$ cat src/rtl/stk_pkg.sv
package stk_pkg;
  // Bit positions inside the write-one-to-clear word.
  localparam int CLR_SETUP = 0;
  localparam int CLR_MULTI = 1;
  localparam int CLR_W     = 2;

  typedef struct packed {
    logic setup;
    logic multi;
  } irq_flags_t;
endpackage

$ cat src/rtl/stk_irq_flags.sv
module stk_irq_flags
  import stk_pkg::*;
(
  input  logic             clk,
  input  logic             rst,
  input  logic             setup_done,
  input  logic             clr_we,
  input  logic [CLR_W-1:0] clr_bits,
  output irq_flags_t       flags
);
  logic clr_setup, clr_multi;
  assign clr_setup = clr_we & clr_bits[CLR_SETUP];
  assign clr_multi = clr_we & clr_bits[CLR_MULTI];

  // Set has priority over clear: a colliding arrival is never lost.
  always_ff @(posedge clk) begin
    if (rst) begin
      flags <= '0;
    end else begin
      flags.setup <= setup_done | (flags.setup & ~clr_setup);
      flags.multi <= (setup_done & flags.setup) | (flags.multi & ~clr_multi);
    end
  end

  AST_SETUP_RAISE: assert property (@(posedge clk) disable iff (rst)
    setup_done |=> flags.setup);
  AST_MULTI_RAISE: assert property (@(posedge clk) disable iff (rst)
    (setup_done && flags.setup) |=> flags.multi);
  AST_CLEAR_WORKS: assert property (@(posedge clk) disable iff (rst)
    (clr_setup && !setup_done) |=> !flags.setup);
  AST_ZERO_KEEPS: assert property (@(posedge clk) disable iff (rst)
    (flags.multi && !clr_multi) |=> flags.multi);
  AST_CLASH_SET: assert property (@(posedge clk) disable iff (rst)
    (clr_setup && setup_done) |=> flags.setup);
endmodule

$ cat src/rtl/stk_status.sv
module stk_status (
  input  logic clk,
  input  logic rst,
  input  logic setup_start,
  input  logic setup_done,
  input  logic pkt_start,
  input  logic pkt_end,
  output logic sip,
  output logic pip
);
  logic rx_over;
  assign rx_over = setup_done | pkt_end;

  always_ff @(posedge clk) begin
    if (rst) begin
      sip <= 1'b0;
      pip <= 1'b0;
    end else begin
      sip <= setup_start | (sip & ~rx_over);
      pip <= pkt_start   | (pip & ~rx_over);
    end
  end

  AST_SIP_RISE: assert property (@(posedge clk) disable iff (rst)
    setup_start |=> sip);
  AST_SIP_FALL: assert property (@(posedge clk) disable iff (rst)
    (rx_over && !setup_start) |=> !sip);
  AST_PIP_RISE: assert property (@(posedge clk) disable iff (rst)
    pkt_start |=> pip);
  AST_PIP_FALL: assert property (@(posedge clk) disable iff (rst)
    (rx_over && !pkt_start) |=> !pip);
endmodule

$ cat src/rtl/stk_ptr.sv
module stk_ptr #(
  parameter int DEPTH = 2,
  localparam int IDXW = (DEPTH > 1) ? $clog2(DEPTH) : 1
) (
  input  logic            clk,
  input  logic            rst,
  input  logic            setup_done,
  output logic [IDXW-1:0] valid_idx
);
  localparam logic [IDXW-1:0] LAST = IDXW'(DEPTH - 1);

  // Each completion fills the slot after the current valid one, which then
  // becomes the only valid slot; earlier setups are superseded.
  always_ff @(posedge clk) begin
    if (rst)             valid_idx <= '0;
    else if (setup_done) valid_idx <= (valid_idx == LAST) ? '0 : valid_idx + 1'b1;
  end

  AST_IDX_HOLD: assert property (@(posedge clk) disable iff (rst)
    !setup_done |=> $stable(valid_idx));
  AST_IDX_MOVE: assert property (@(posedge clk) disable iff (rst)
    setup_done |=> valid_idx != $past(valid_idx));
  AST_IDX_RANGE: assert property (@(posedge clk) disable iff (rst)
    valid_idx <= LAST);
endmodule

$ cat src/rtl/stk_ctrl.sv
module stk_ctrl (
  input  logic clk,
  input  logic rst,
  input  logic setup_done,
  input  logic in_done,
  input  logic arm_set,
  input  logic stall_set,
  output logic arm,
  output logic stall
);
  always_ff @(posedge clk) begin
    if (rst) begin
      arm   <= 1'b0;
      stall <= 1'b0;
    end else begin
      arm   <= ~(setup_done | in_done) & (arm_set | arm);
      stall <= ~setup_done & (stall_set | stall);
    end
  end

  AST_ARM_DROP: assert property (@(posedge clk) disable iff (rst)
    (setup_done || in_done) |=> !arm);
  AST_ARM_SET: assert property (@(posedge clk) disable iff (rst)
    (arm_set && !setup_done && !in_done) |=> arm);
  AST_STALL_DROP: assert property (@(posedge clk) disable iff (rst)
    setup_done |=> !stall);
  AST_STALL_SET: assert property (@(posedge clk) disable iff (rst)
    (stall_set && !setup_done) |=> stall);
endmodule

$ cat src/rtl/setup_tracker.sv
module setup_tracker
  import stk_pkg::*;
#(
  parameter int DEPTH = 2,
  localparam int IDXW = (DEPTH > 1) ? $clog2(DEPTH) : 1
) (
  input  logic             clk,
  input  logic             rst,
  input  logic             setup_start_i,
  input  logic             setup_done_i,
  input  logic             pkt_start_i,
  input  logic             pkt_end_i,
  input  logic             in_done_i,
  input  logic             clr_we_i,
  input  logic [CLR_W-1:0] clr_bits_i,
  input  logic             arm_set_i,
  input  logic             stall_set_i,
  output logic             setup_irq_o,
  output logic             multi_irq_o,
  output logic             sip_o,
  output logic             pip_o,
  output logic [IDXW-1:0]  valid_idx_o,
  output logic             arm_o,
  output logic             stall_o
);
  irq_flags_t flags;

  stk_irq_flags u_flags (
    .clk(clk), .rst(rst), .setup_done(setup_done_i),
    .clr_we(clr_we_i), .clr_bits(clr_bits_i), .flags(flags)
  );

  stk_status u_status (
    .clk(clk), .rst(rst), .setup_start(setup_start_i), .setup_done(setup_done_i),
    .pkt_start(pkt_start_i), .pkt_end(pkt_end_i), .sip(sip_o), .pip(pip_o)
  );

  stk_ptr #(.DEPTH(DEPTH)) u_ptr (
    .clk(clk), .rst(rst), .setup_done(setup_done_i), .valid_idx(valid_idx_o)
  );

  stk_ctrl u_ctrl (
    .clk(clk), .rst(rst), .setup_done(setup_done_i), .in_done(in_done_i),
    .arm_set(arm_set_i), .stall_set(stall_set_i), .arm(arm_o), .stall(stall_o)
  );

  assign setup_irq_o = flags.setup;
  assign multi_irq_o = flags.multi;

  AST_RESET_QUIET: assert property (@(posedge clk)
    rst |=> !(setup_irq_o || multi_irq_o || sip_o || pip_o || arm_o || stall_o));
endmodule

$ cat config.mk
export PLATFORM = sky130hd
export DESIGN_NAME = setup_tracker
export DESIGN_NICKNAME = d
export VERILOG_FILES = /design/src/rtl/stk_pkg.sv /design/src/rtl/stk_irq_flags.sv /design/src/rtl/stk_status.sv /design/src/rtl/stk_ptr.sv /design/src/rtl/stk_ctrl.sv /design/src/rtl/setup_tracker.sv
export SDC_FILE = /design/constraint.sdc
export NUM_CORES = 1
export LEC_CHECK = 0
export BUFFER_PORTS_ARGS = -buffer_cell sky130_fd_sc_hd__buf_2
export CAP_MARGIN = 25
export CORE_AREA = 3 3 40 42
export DETAILED_ROUTE_END_ITERATION = 7
export DIE_AREA = 0 0 43 45
export SLEW_MARGIN = 5
export SYNTH_ARGS = -nofsm -noshare
export SYNTH_HDL_FRONTEND = slang
export SYNTH_SLANG_ARGS = --single-unit
$ cat constraint.sdc
create_clock -name clk -period 2.8 [get_ports clk]
set_clock_uncertainty 0.2 [all_clocks]
set_input_delay 0.28 -clock clk [delete_from_list [all_inputs] [get_ports clk]]
set_output_delay 0.28 -clock clk [all_outputs]
set_load 0.02 [all_outputs]
Word-level counts from Yosys, hierarchy flattened
Cells that the tools add are included.
Storage, ports and cells
  bits in registers: 7
  input bits: 12
  word-level logic and storage cells: 31
Cells by class
  add/sub/neg operators: 1
  multiplexer cells: 1
  bitwise logic cells: 22
Operator list (number)
  $and A1 B1 Y1: 9
  $or A1 B1 Y1: 8
  $not A1 Y1: 5
  $add A1 B1 Y1 const B: 1
  $mux W1: 1

Depth between registers and ports, before layout
Gate-level depths: netlist (run 1).
  depth after elaboration: 4
  depth in mapped cells: 3
  mapped depth without buffers: 2

Modules after synthesis
A second synthesis (run 1) with hierarchy kept.
Unflattened totals
  cell total of the unflattened synthesis: 25
  area total of the unflattened synthesis: 247.7 µm²
Modules (own cells, without submodules)
  stk_irq_flags: times used 1, cells an instance 8, area an instance 75.1 µm², seq. area each 40.0 µm²
  stk_status: times used 1, cells an instance 8, area an instance 75.1 µm², seq. area each 40.0 µm²
  stk_ctrl: times used 1, cells an instance 6, area an instance 65.1 µm², seq. area each 40.0 µm²
  stk_ptr: times used 1, cells an instance 3, area an instance 32.5 µm², seq. area each 20.0 µm²

Worst setup path after synthesis (run 1)
Ideal clock, no wire load.
  kind: register to register
  start point: reg u_status.pip
  end point: reg u_status.pip
  arrival: 0.890 ns
  required time: 2.530 ns
  slack: 1.641 ns
  stages on the path, launching flop included: 3
  period minus slack after synthesis: 1.159 ns
  cells stage by stage: dfxtp_1 -> or3b_1 -> a21oi_1
On the way
  longest elaborated chain between the ends: 2
RTL lines
  start, declared: line stk_status.sv:9  | output logic pip
  start signal, assigned: line stk_status.sv:20  | pip <= pkt_start | (pip & ~rx_over);
  $and A1 B1 Y1: line stk_status.sv:20
  $or A1 B1 Y1: line stk_status.sv:20
Every way passes these cells.
A chain may end at the register's enable or synchronous reset.

Worst setup path in the final report (run 1)
  start point: reg u_flags.flags[1] (netlist name)
  end point: out setup_irq_o
RTL lines
  end, declared: line setup_tracker.sv:18  | output logic setup_irq_o,
No word-level cell between the ends.

==> results.json, run 1 <==
{
  "synth_top_area_cell": "dfxtp_1",
  "nets": 61,
  "hp-class": "in2reg",
  "grt_pass1_vias": 249,
  "seq_area_frac_synth_pct": 55.45,
  "initial_utilization_pct": 19.67,
  "core_area_mm2": 0.001285,
  "powerDensity_mw_per_mm2": 611.6,
  "cts_htree_levels": 1,
  "cts_resized": 0,
  "gp_congestion": 0.6356,
  "final_common_cell": "buf_2",
  "max_stage_delay_ns": 0.34,
  "status": "completed",
  "layout_common_cells": "buf_2, dfxtp_1, nor2_1",
  "cts_tree": "built",
  "root_buffer": "clkbuf_4",
  "end_kind": "output pin",
  "final.period_utilization_pct": 44.30,
  "areaGrowthSynthToFinish_pct": 52.97,
  "drive_gt1_share_pct": 45.83,
  "multiInputGateArea_um2": 90.09,
  "clk_path_buf_depth": 2,
  "grt_max_degree": 9,
  "maxCapViolCount": 0,
  "yosys_warnings": 0,
  "post_drt_wl_per_cell_um": 9.317,
  "final_max_slew_viol_count": 0,
  "grt_pass1_wl_um": 993,
  "syn_area_um2": 252.7,
  "ys_top_cells_by_area": "dfxtp_1, or3b_1, a21oi_1, nor2_1, buf_6",
  "cp.arrival_ns": 0.76,
  "start_kind": "flip-flop",
  "drc": 0,
  "syn-num-nets": 38,
  "hold_viol": 0,
  "p_leak_nw": 0.1968,
  "clk_pin_slew_ns": 0.05,
  "antenna_left": 0,
  "diodes": 0,
  "final_cells": 63,
  "critPathKind": "reg2out",
  "netlist_instances": 26,
  "finalSetupTns_ns": 0,
  "clock_sinks": 7,
  "place_inst": 58,
  "fmax_ghz": 0.8062,
  "vias": 245,
  "syn_area_per_cell_um2": 9.721,
  "viasPerCell": 3.889,
  "die_y_um": 45,
  "drt_iter0_markers": 1,
  "clk_latency_ns": 0.25,
  "grt-busiest-layer": "met1",
  "track_usage_pct": 7.441,
  "worst_slew_pin_slew_ns": 0.1954,
  "first_pass_iters": 2,
  "worstPathCellList": "buf_2",
  "rows": 13,
  "crit_buf_inv": 1,
  "grt_use_met2_pct": 8.683,
  "r2r_slack_ns": 1.72,
  "synth_top_area_share_pct": 55.45,
  "die-area_mm2": 0.001935,
  "max_slew_margin_pct": 86.88,
  "rsz0062_at_grt": "false",
  "met1_usage_pct": 9.024,
  "vdd_drop_max_mv": 0.2958,
  "antenna_found_initial": 0,
  "n_fill_cell": 140,
  "post-route-min-period_ns": 1.240,
  "setup_violations": 0,
  "cts_buffers": 3,
  "met3_usage_pct": 6.773,
  "io_pins": 19,
  "port-buffer-count": 18,
  "holdWs_ns": 0.02202,
  "register_area_um2": 140.1,
  "path_max_fanout": 3,
  "slowest_stage": "dfxtp_1",
  "crit_family": "flip-flops",
  "required_ns": 2.32,
  "synthDistinctLibCells": 12,
  "wl_um": 587,
  "synth_seq_cells": 7,
  "die_w_um": 43,
  "grt-ovfl-total": 0
}
-- Yosys cell counts --
| cell type | count |
|---|---|
| nor4_1 | 1 |
| a21bo_2 | 1 |
| nand2_1 | 1 |
| a21oi_1 | 3 |
| buf_6 | 1 |
| or3b_1 | 2 |
| a311oi_1 | 1 |
| xnor2_1 | 1 |
| dfxtp_1 | 7 |
| inv_1 | 3 |
| nor2_1 | 4 |
| nor3_1 | 1 |
-- what timing repair did --
action	in CTS	in global routing
hold buffers	1	0
hold endpoints to repair	1	0
setup endpoints to repair	0	0
setup buffers	0	0
-- worst reg2reg max path: cells and delay by family (launching register included) --
family           cells  cell delay, ns
AND/OR/NAND/NOR      1            0.34
AO/OA/AOI/OAI        1            0.15
flip-flops           1            0.32
-- kinds of logic after synthesis --
| logic type | Yosys count | share of synthesized area [%] |
|---|---|---|
| and+or+nand+nor | 9 | 18.81 |
| DFF | 7 | 55.44 |
| AOI/OAI and AO/OA | 5 | 13.37 |
| buffers and inverters | 4 | 8.910 |
| xor gates and xnor gates | 1 | 3.466 |
-- stage by stage --
stage / setup slack [ns] / util, % / total power [mW] / instance area (µm²)
after global routing: 1.513 / 30.09 / 0.2529 / 386.6
after floorplan: 1.641 / - / 0.1301 / 252.7
after global placement: 1.590 / 27.26 / 0.1450 / 350.3
after detailed placement: 1.559 / 27.26 / 0.1452 / 350.3
final: 1.560 / 30.09 / 0.2365 / 386.6
after CTS: 1.551 / 30.09 / 0.2402 / 386.6
-- sequential cells by signal, indices dropped and copies added, names as in the netlist --
signal and flops:
u_status.sip 1, u_flags.flags 2, u_ctrl.stall 1, u_status.pip 1, u_ctrl.arm 1, u_ptr.valid_idx 1
-- power breakdown --
| part | internal, mW | switching (mW) |
|---|---|---|
| clock network | 0.0544 | 0.0384 |
| logic | 0.0160 | 0.0187 |
| registers | 0.106 | 0.00292 |
-- path summary, 6_finish.rpt --
| kind | from | to | cells past startpoint |
|---|---|---|---|
| min reg2reg | u_ctrl.arm | u_ctrl.arm | 2 |
| max | u_flags.flags[1] | setup_irq_o | 1 |
| max reg2reg | u_status.sip | u_status.sip | 2 |
| min | clr_bits_i[0] | u_flags.flags[1] | 2 |
-- metal layers --
| layer | vias up | wire length, µm |
|---|---|---|
| met5 | - | 0 |
| met4 | 0 | 0 |
| met3 | 0 | 86 |
| met2 | 18 | 235 |
| met1 | 98 | 265 |
| li1 | 129 | - |
-- area by class of cell --
| class | count | share of cell area (%) |
|---|---|---|
| Timing Repair Buffer | 19 | 25.89 |
| Inverter | 3 | 2.913 |
| Sequential cell | 7 | 36.25 |
| Tap cell | 15 | 4.854 |
| Clock buffer | 4 | 6.796 |
| Multi-Input combinational cell | 15 | 23.30 |
(Power assumes the default switching activity.)
==> run 2, diff against run 1 <==
==> constraint.sdc (replaced) <==
create_clock -name clk -period 1.15 [get_ports clk]
set_clock_uncertainty 0.2 [all_clocks]
set_input_delay 0.115 -clock clk [delete_from_list [all_inputs] [get_ports clk]]
set_output_delay 0.115 -clock clk [all_outputs]
set_load 0.02 [all_outputs]
==> run 2 against run 1 <==
Against the previous run: sequential power is 140% higher; wire length is 15% higher; the run now ends with negative hold slack left; largest power group unchanged; non-clock buffer count is 9 higher.
==> results.json, run 2 (synthesized netlist as in run 1, its figures left out) <==
{
  "grt_max_degree": 8,
  "top_register": "u_flags.flags",
  "end_kind": "flip-flop",
  "die_y_um": 45,
  "cts_tree": "built",
  "postCtsHoldBufs": 9,
  "final_common_cell": "buf_2",
  "p_sw_share_pct": 24.68,
  "cts_resized": 0,
  "drc": 0,
  "pwr-share-seq_pct": 44.5,
  "final_max_slew_viol_count": 0,
  "required_ns": 1.14,
  "timing.rr.end": "u_status.pip",
  "status": "complete, but fails checks",
  "gp_congestion": 0.6170,
  "p_sw_uw": 147.6,
  "start_kind": "primary input",
  "fin_util_pct": 37.10,
  "antenna_found_initial": 0,
  "path_max_fanout": 2,
  "place_area_um2": 360.3,
  "r2r_slack_ns": 0.09,
  "antenna_left": 0,
  "viasPerCell": 4.014,
  "comb_power_share_pct": 18.2,
  "wl_um": 677,
  "track_usage_pct": 8.445,
  "largest_reg_flops": 2,
  "die-area_mm2": 0.001935,
  "cts_htree_levels": 1,
  "r2r_cells": 2,
  "clk_latency_ns": 0.25,
  "rows": 13,
  "maxCapViolCount": 0,
  "cts_buffers": 3,
  "max_slew_margin_pct": 87.12,
  "grt-ovfl-total": 0,
  "r2r-start": "u_status.pip",
  "fmax_ghz": 0.9064,
  "first_pass_iters": 2,
  "dp_slack_ns": 0.08223,
  "met3_usage_pct": 7.171,
  "finalSetupTns_ns": 0,
  "violations": "negative hold slack",
  "rsz0062_at_grt": "false",
  "hold_viol": 4,
  "holdPathEnd": "u_status.pip",
  "clk_pin_slew_ns": 0.05,
  "io_pins": 19,
  "powerDensity_mw_per_mm2": 1255,
  "intPower_uw": 450.4,
  "grt_use_met2_pct": 13.17,
  "drive_gt1_share_pct": 43.86,
  "drt_iter0_markers": 3,
  "hp-start": "pkt_end_i",
  "finalInstanceArea_um2": 476.7,
  "critPathKind": "in2reg",
  "met1_usage_pct": 8.780,
  "initial_utilization_pct": 19.67,
  "grt-busiest-layer": "met2",
  "areaGrowthSynthToFinish_pct": 88.61,
  "port-buffer-count": 18,
  "grt_pass1_wl_um": 1110,
  "worst_slew_pin_slew_ns": 0.1915,
  "post-route-min-period_ns": 1.103,
  "cp.arrival_ns": 1.09,
  "die_w_um": 43,
  "core_area_mm2": 0.001285,
  "vdd_drop_max_mv": 0.6150,
  "holdWs_ns": -0.06443,
  "clock_sinks": 7,
  "fin_ws_ns": 0.04673,
  "post_drt_wl_per_cell_um": 9.403,
  "clk_path_buf_depth": 2,
  "root_buffer": "clkbuf_4",
  "final.period_utilization_pct": 95.94,
  "post_cts_buffers": 0,
  "power_frac_clock_pct": 37.3,
  "hp-class": "in2reg",
  "nets": 70,
  "p_leak_nw": 0.2355,
  "layout_common_cells": "buf_2, dlygate4sd3_1, dfxtp_1, nor2_1",
  "hold-path-cell-count": 3,
  "setup_violations": 0,
  "vias": 289,
  "diodes": 0,
  "grt_pass1_vias": 278
}
## run 2: cell count changes in the layout (fill, tap and decap cells not counted)
cell           before  now
buf_4               0    1
dfxtp_1             7    5
dlygate4sd3_1       1    9
dfxtp_2             0    2
## run 2: power by group through the flow
stage	clock [mW]	combinational (mW)	sequential [mW]
floorplan	0	0.0267	0.291
global placement	0	0.0850	0.271
detailed placement	0	0.0868	0.271
CTS	0.235	0.110	0.266
global route	0.251	0.121	0.267
finish	0.223	0.109	0.266
## run 2: how the worst max path moves through the flow
stage | startpoint | endpoint | slack [ns] | cells past startpoint
floorplan | u_status.pip | u_status.pip | 0.05 | 2
global placement | u_status.sip | u_status.sip | 0.11 | 2
detailed placement | u_status.pip | u_status.pip | 0.08 | 2
CTS | u_flags.flags[1] | setup_irq_o | 0.06 | 1
global route | u_flags.flags[1] | setup_irq_o | 0.009 | 1
finish | clr_we_i | u_flags.flags[0] | 0.05 | 4
## run 2: critical path, cell delays in order
cell and delay, ns:
dlygate4sd3_1 0.54, buf_2 0.13, a21bo_2 0.18, a21oi_1 0.12
## run 2: metal layers
layer | up-vias | wire length [µm]
met5 | - | 0
met4 | 0 | 0
met3 | 0 | 88
met2 | 18 | 314
met1 | 123 | 273
li1 | 148 | -
## run 2: final cells by class
type	count	area (µm²)
clock buffer	4	26.28
timing repair buffer	28	187.7
sequential	7	142.6
tap	15	18.77
multi-input combinational	15	90.09
fill	133	808.3
inverter	3	11.26
## run 2: through the flow
step / power, mW / std cells
finish: 0.5980 / 72
global route: 0.6394 / 72
CTS: 0.6119 / 72
detailed placement: 0.3581 / 59
global placement: 0.3559 / 59
floorplan: 0.3176 / 26
==> run 3, diff against run 2 <==
--- a/config.mk
+++ b/config.mk
@@ -5,11 +5,15 @@
 export SDC_FILE = /design/constraint.sdc
 export NUM_CORES = 1
 export LEC_CHECK = 0
+export ABC_AREA = 1
 export BUFFER_PORTS_ARGS = -buffer_cell sky130_fd_sc_hd__buf_2
 export CAP_MARGIN = 25
+export CELL_PAD_IN_SITES_DETAIL_PLACEMENT = 0
+export CELL_PAD_IN_SITES_GLOBAL_PLACEMENT = 1
 export CORE_AREA = 3 3 40 42
 export DETAILED_ROUTE_END_ITERATION = 7
 export DIE_AREA = 0 0 43 45
+export PLACE_DENSITY_LB_ADDON = 0.1
 export SLEW_MARGIN = 5
 export SYNTH_ARGS = -nofsm -noshare
 export SYNTH_HDL_FRONTEND = slang
==> run 3 against run 2 <==
Against the previous run: the flow still finishes with violations (negative hold slack); critical path depth fell by 3; via count is 0.69% higher; combinational power hardly changed; critical path type is now reg2out; largest cell class unchanged.
==> results.json, run 3 <==
{
  "synthFlopType": "dfxtp_1",
  "vias": 291,
  "powerDensity_mw_per_mm2": 1237,
  "drive_gt1_share_pct": 36.07,
  "required_ns": 0.83,
  "synth-edff-count": 0,
  "synthDistinctLibCells": 8,
  "antenna_found_initial": 0,
  "viasPerCell": 3.829,
  "synth_top_area_share_pct": 58.95,
  "holdWs_ns": -0.03375,
  "syn_area_um2": 237.7,
  "die-area_mm2": 0.001935,
  "synth_top_area_cell": "dfxtp_1",
  "synth_compound_area_share_pct": 8.421,
  "yosys_warnings": 0,
  "netlist_instances": 28,
  "synth_fa_ha_area_share_pct": 0,
  "final.period_utilization_pct": 94.25,
  "worst_slew_pin_slew_ns": 0.2189,
  "drt_iter0_markers": 3,
  "crit_buf_inv": 1,
  "cts_buffers": 3,
  "place_area_um2": 346.6,
  "slowest_stage": "dfxtp_1",
  "end_kind": "output pin",
  "port-buffer-count": 18,
  "postCtsHoldBufs": 12,
  "antenna_left": 0,
  "grt_pass1_vias": 333,
  "core_area_mm2": 0.001285,
  "setup_violations": 0,
  "first_pass_iters": 4,
  "async_flop_share_pct": 0,
  "cp.arrival_ns": 0.77,
  "synth_commonest_cells": "dfxtp_1, nand2_1, nor2_1",
  "yosys.area_share.simple_pct": 25.79,
  "nets": 74,
  "crit_family": "flip-flops",
  "critPathKind": "reg2out",
  "syn_area_per_cell_um2": 8.490,
  "clock_sinks": 7,
  "status": "complete, but fails checks",
  "cts_tree": "built",
  "io_pins": 19,
  "place_inst": 61,
  "track_usage_pct": 9.417,
  "finalSetupTns_ns": 0,
  "wl_um": 716,
  "clk_latency_ns": 0.25,
  "grt_max_degree": 6,
  "p_leak_nw": 0.2481,
  "initial_utilization_pct": 18.50,
  "largest_reg_flops": 2,
  "max_stage_delay_ns": 0.35,
  "final_common_cell": "buf_2",
  "seq_area_frac_synth_pct": 58.95,
  "synth.mux.area_fraction_pct": 0,
  "ys_top_cells_by_area": "dfxtp_1, nand2_1, nor2_1, a21oi_1, nor3_2",
  "vdd_drop_max_mv": 0.4730,
  "top_register": "u_flags.flags",
  "final_max_slew_viol_count": 0,
  "hp-class": "in2reg",
  "final_cells": 76,
  "grt_pass1_wl_um": 1290,
  "dp_hpwl_um": 475.1,
  "finalInstanceArea_um2": 485.5,
  "post_drt_wl_per_cell_um": 9.421,
  "clk_pin_slew_ns": 0.05,
  "root_buffer": "clkbuf_4",
  "cts_htree_levels": 1,
  "die_y_um": 45,
  "areaGrowthSynthToFinish_pct": 104.2,
  "start_kind": "flip-flop",
  "grt-ovfl-total": 0,
  "rows": 13,
  "fin_util_pct": 37.78,
  "diodes": 0,
  "worstPathCellList": "buf_2",
  "yosys.cell_count.top_type": "dfxtp_1",
  "fmax_ghz": 0.9226,
  "maxCapViolCount": 0,
  "max_slew_margin_pct": 85.36,
  "hold_viol": 4,
  "synth_top_family_by_area": "simple AND/OR/NAND/NOR gates",
  "post-route-min-period_ns": 1.084,
  "synthXorXnorAreaFrac_pct": 3.684,
  "syn-num-nets": 40,
  "path_max_fanout": 2,
  "gp_congestion": 0.7238,
  "rsz0062_at_grt": "false",
  "clk_path_buf_depth": 2,
  "drc": 0,
  "layout_common_cells": "buf_2, dlygate4sd3_1, dfxtp_1, nor2_1, nand2_1",
  "violations": "negative hold slack",
  "synth_seq_cells": 7,
  "die_w_um": 43
}
[run 3: path summary, 6_finish.rpt]
kind	endpoint	slack [ns]	start	cells past startpoint
max	valid_idx_o	0.07	u_ptr.valid_idx	1
min	u_status.pip	-0.03	setup_done_i	4
max reg2reg	u_ptr.valid_idx	0.32	u_ptr.valid_idx	2
min reg2reg	u_status.pip	0.26	u_status.pip	2
[run 3: through the flow]
step	setup slack, ns	power [mW]	hold WS, ns
after floorplan	0.2220	0.3117	-0.01593
after global placement	0.2933	0.3524	0.08452
after detailed placement	0.2597	0.3532	0.08775
after CTS	0.03742	0.6167	-0.03420
after global routing	0.002075	0.6418	-0.02128
final	0.06610	0.6007	-0.03375
[run 3: report_power, final]
group | leakage [nW] | switching [mW] | internal (mW)
combinational | 0.175 | 0.0511 | 0.0604
sequential | 0.0580 | 0.00805 | 0.258
clock | 0.0150 | 0.0907 | 0.132
[run 3: repair_timing]
action / CTS / global route
buffers inserted: 0 / 0
resized for setup: 0 / 1
hold endpoints to repair: 7 / 3
endpoints found under the setup margin: 0 / 2
[run 3: cell families after synthesis]
group / after synthesis
and+or+nand+nor: 14
DFF: 7
AOI/OAI and AO/OA: 4
buffers and inverters: 2
xor gates and xnor gates: 1
[run 3: layout make-up]
cell class              count  area (µm²)
well taps                  15       18.77
multi-input cells          19       90.09
inverters                   2       7.507
repair buffers             29       202.7
clock buffers               4       26.28
fillers                   136       799.5
flip-flops and latches      7       140.1
[run 3: per-layer routing]
layer	part of all wire, %	track usage [%]	routed length, µm
met1	46	10.39	327
met2	43	14.07	307
met3	11	4.382	82
met4	0	7.229	0
met5	0	0	0
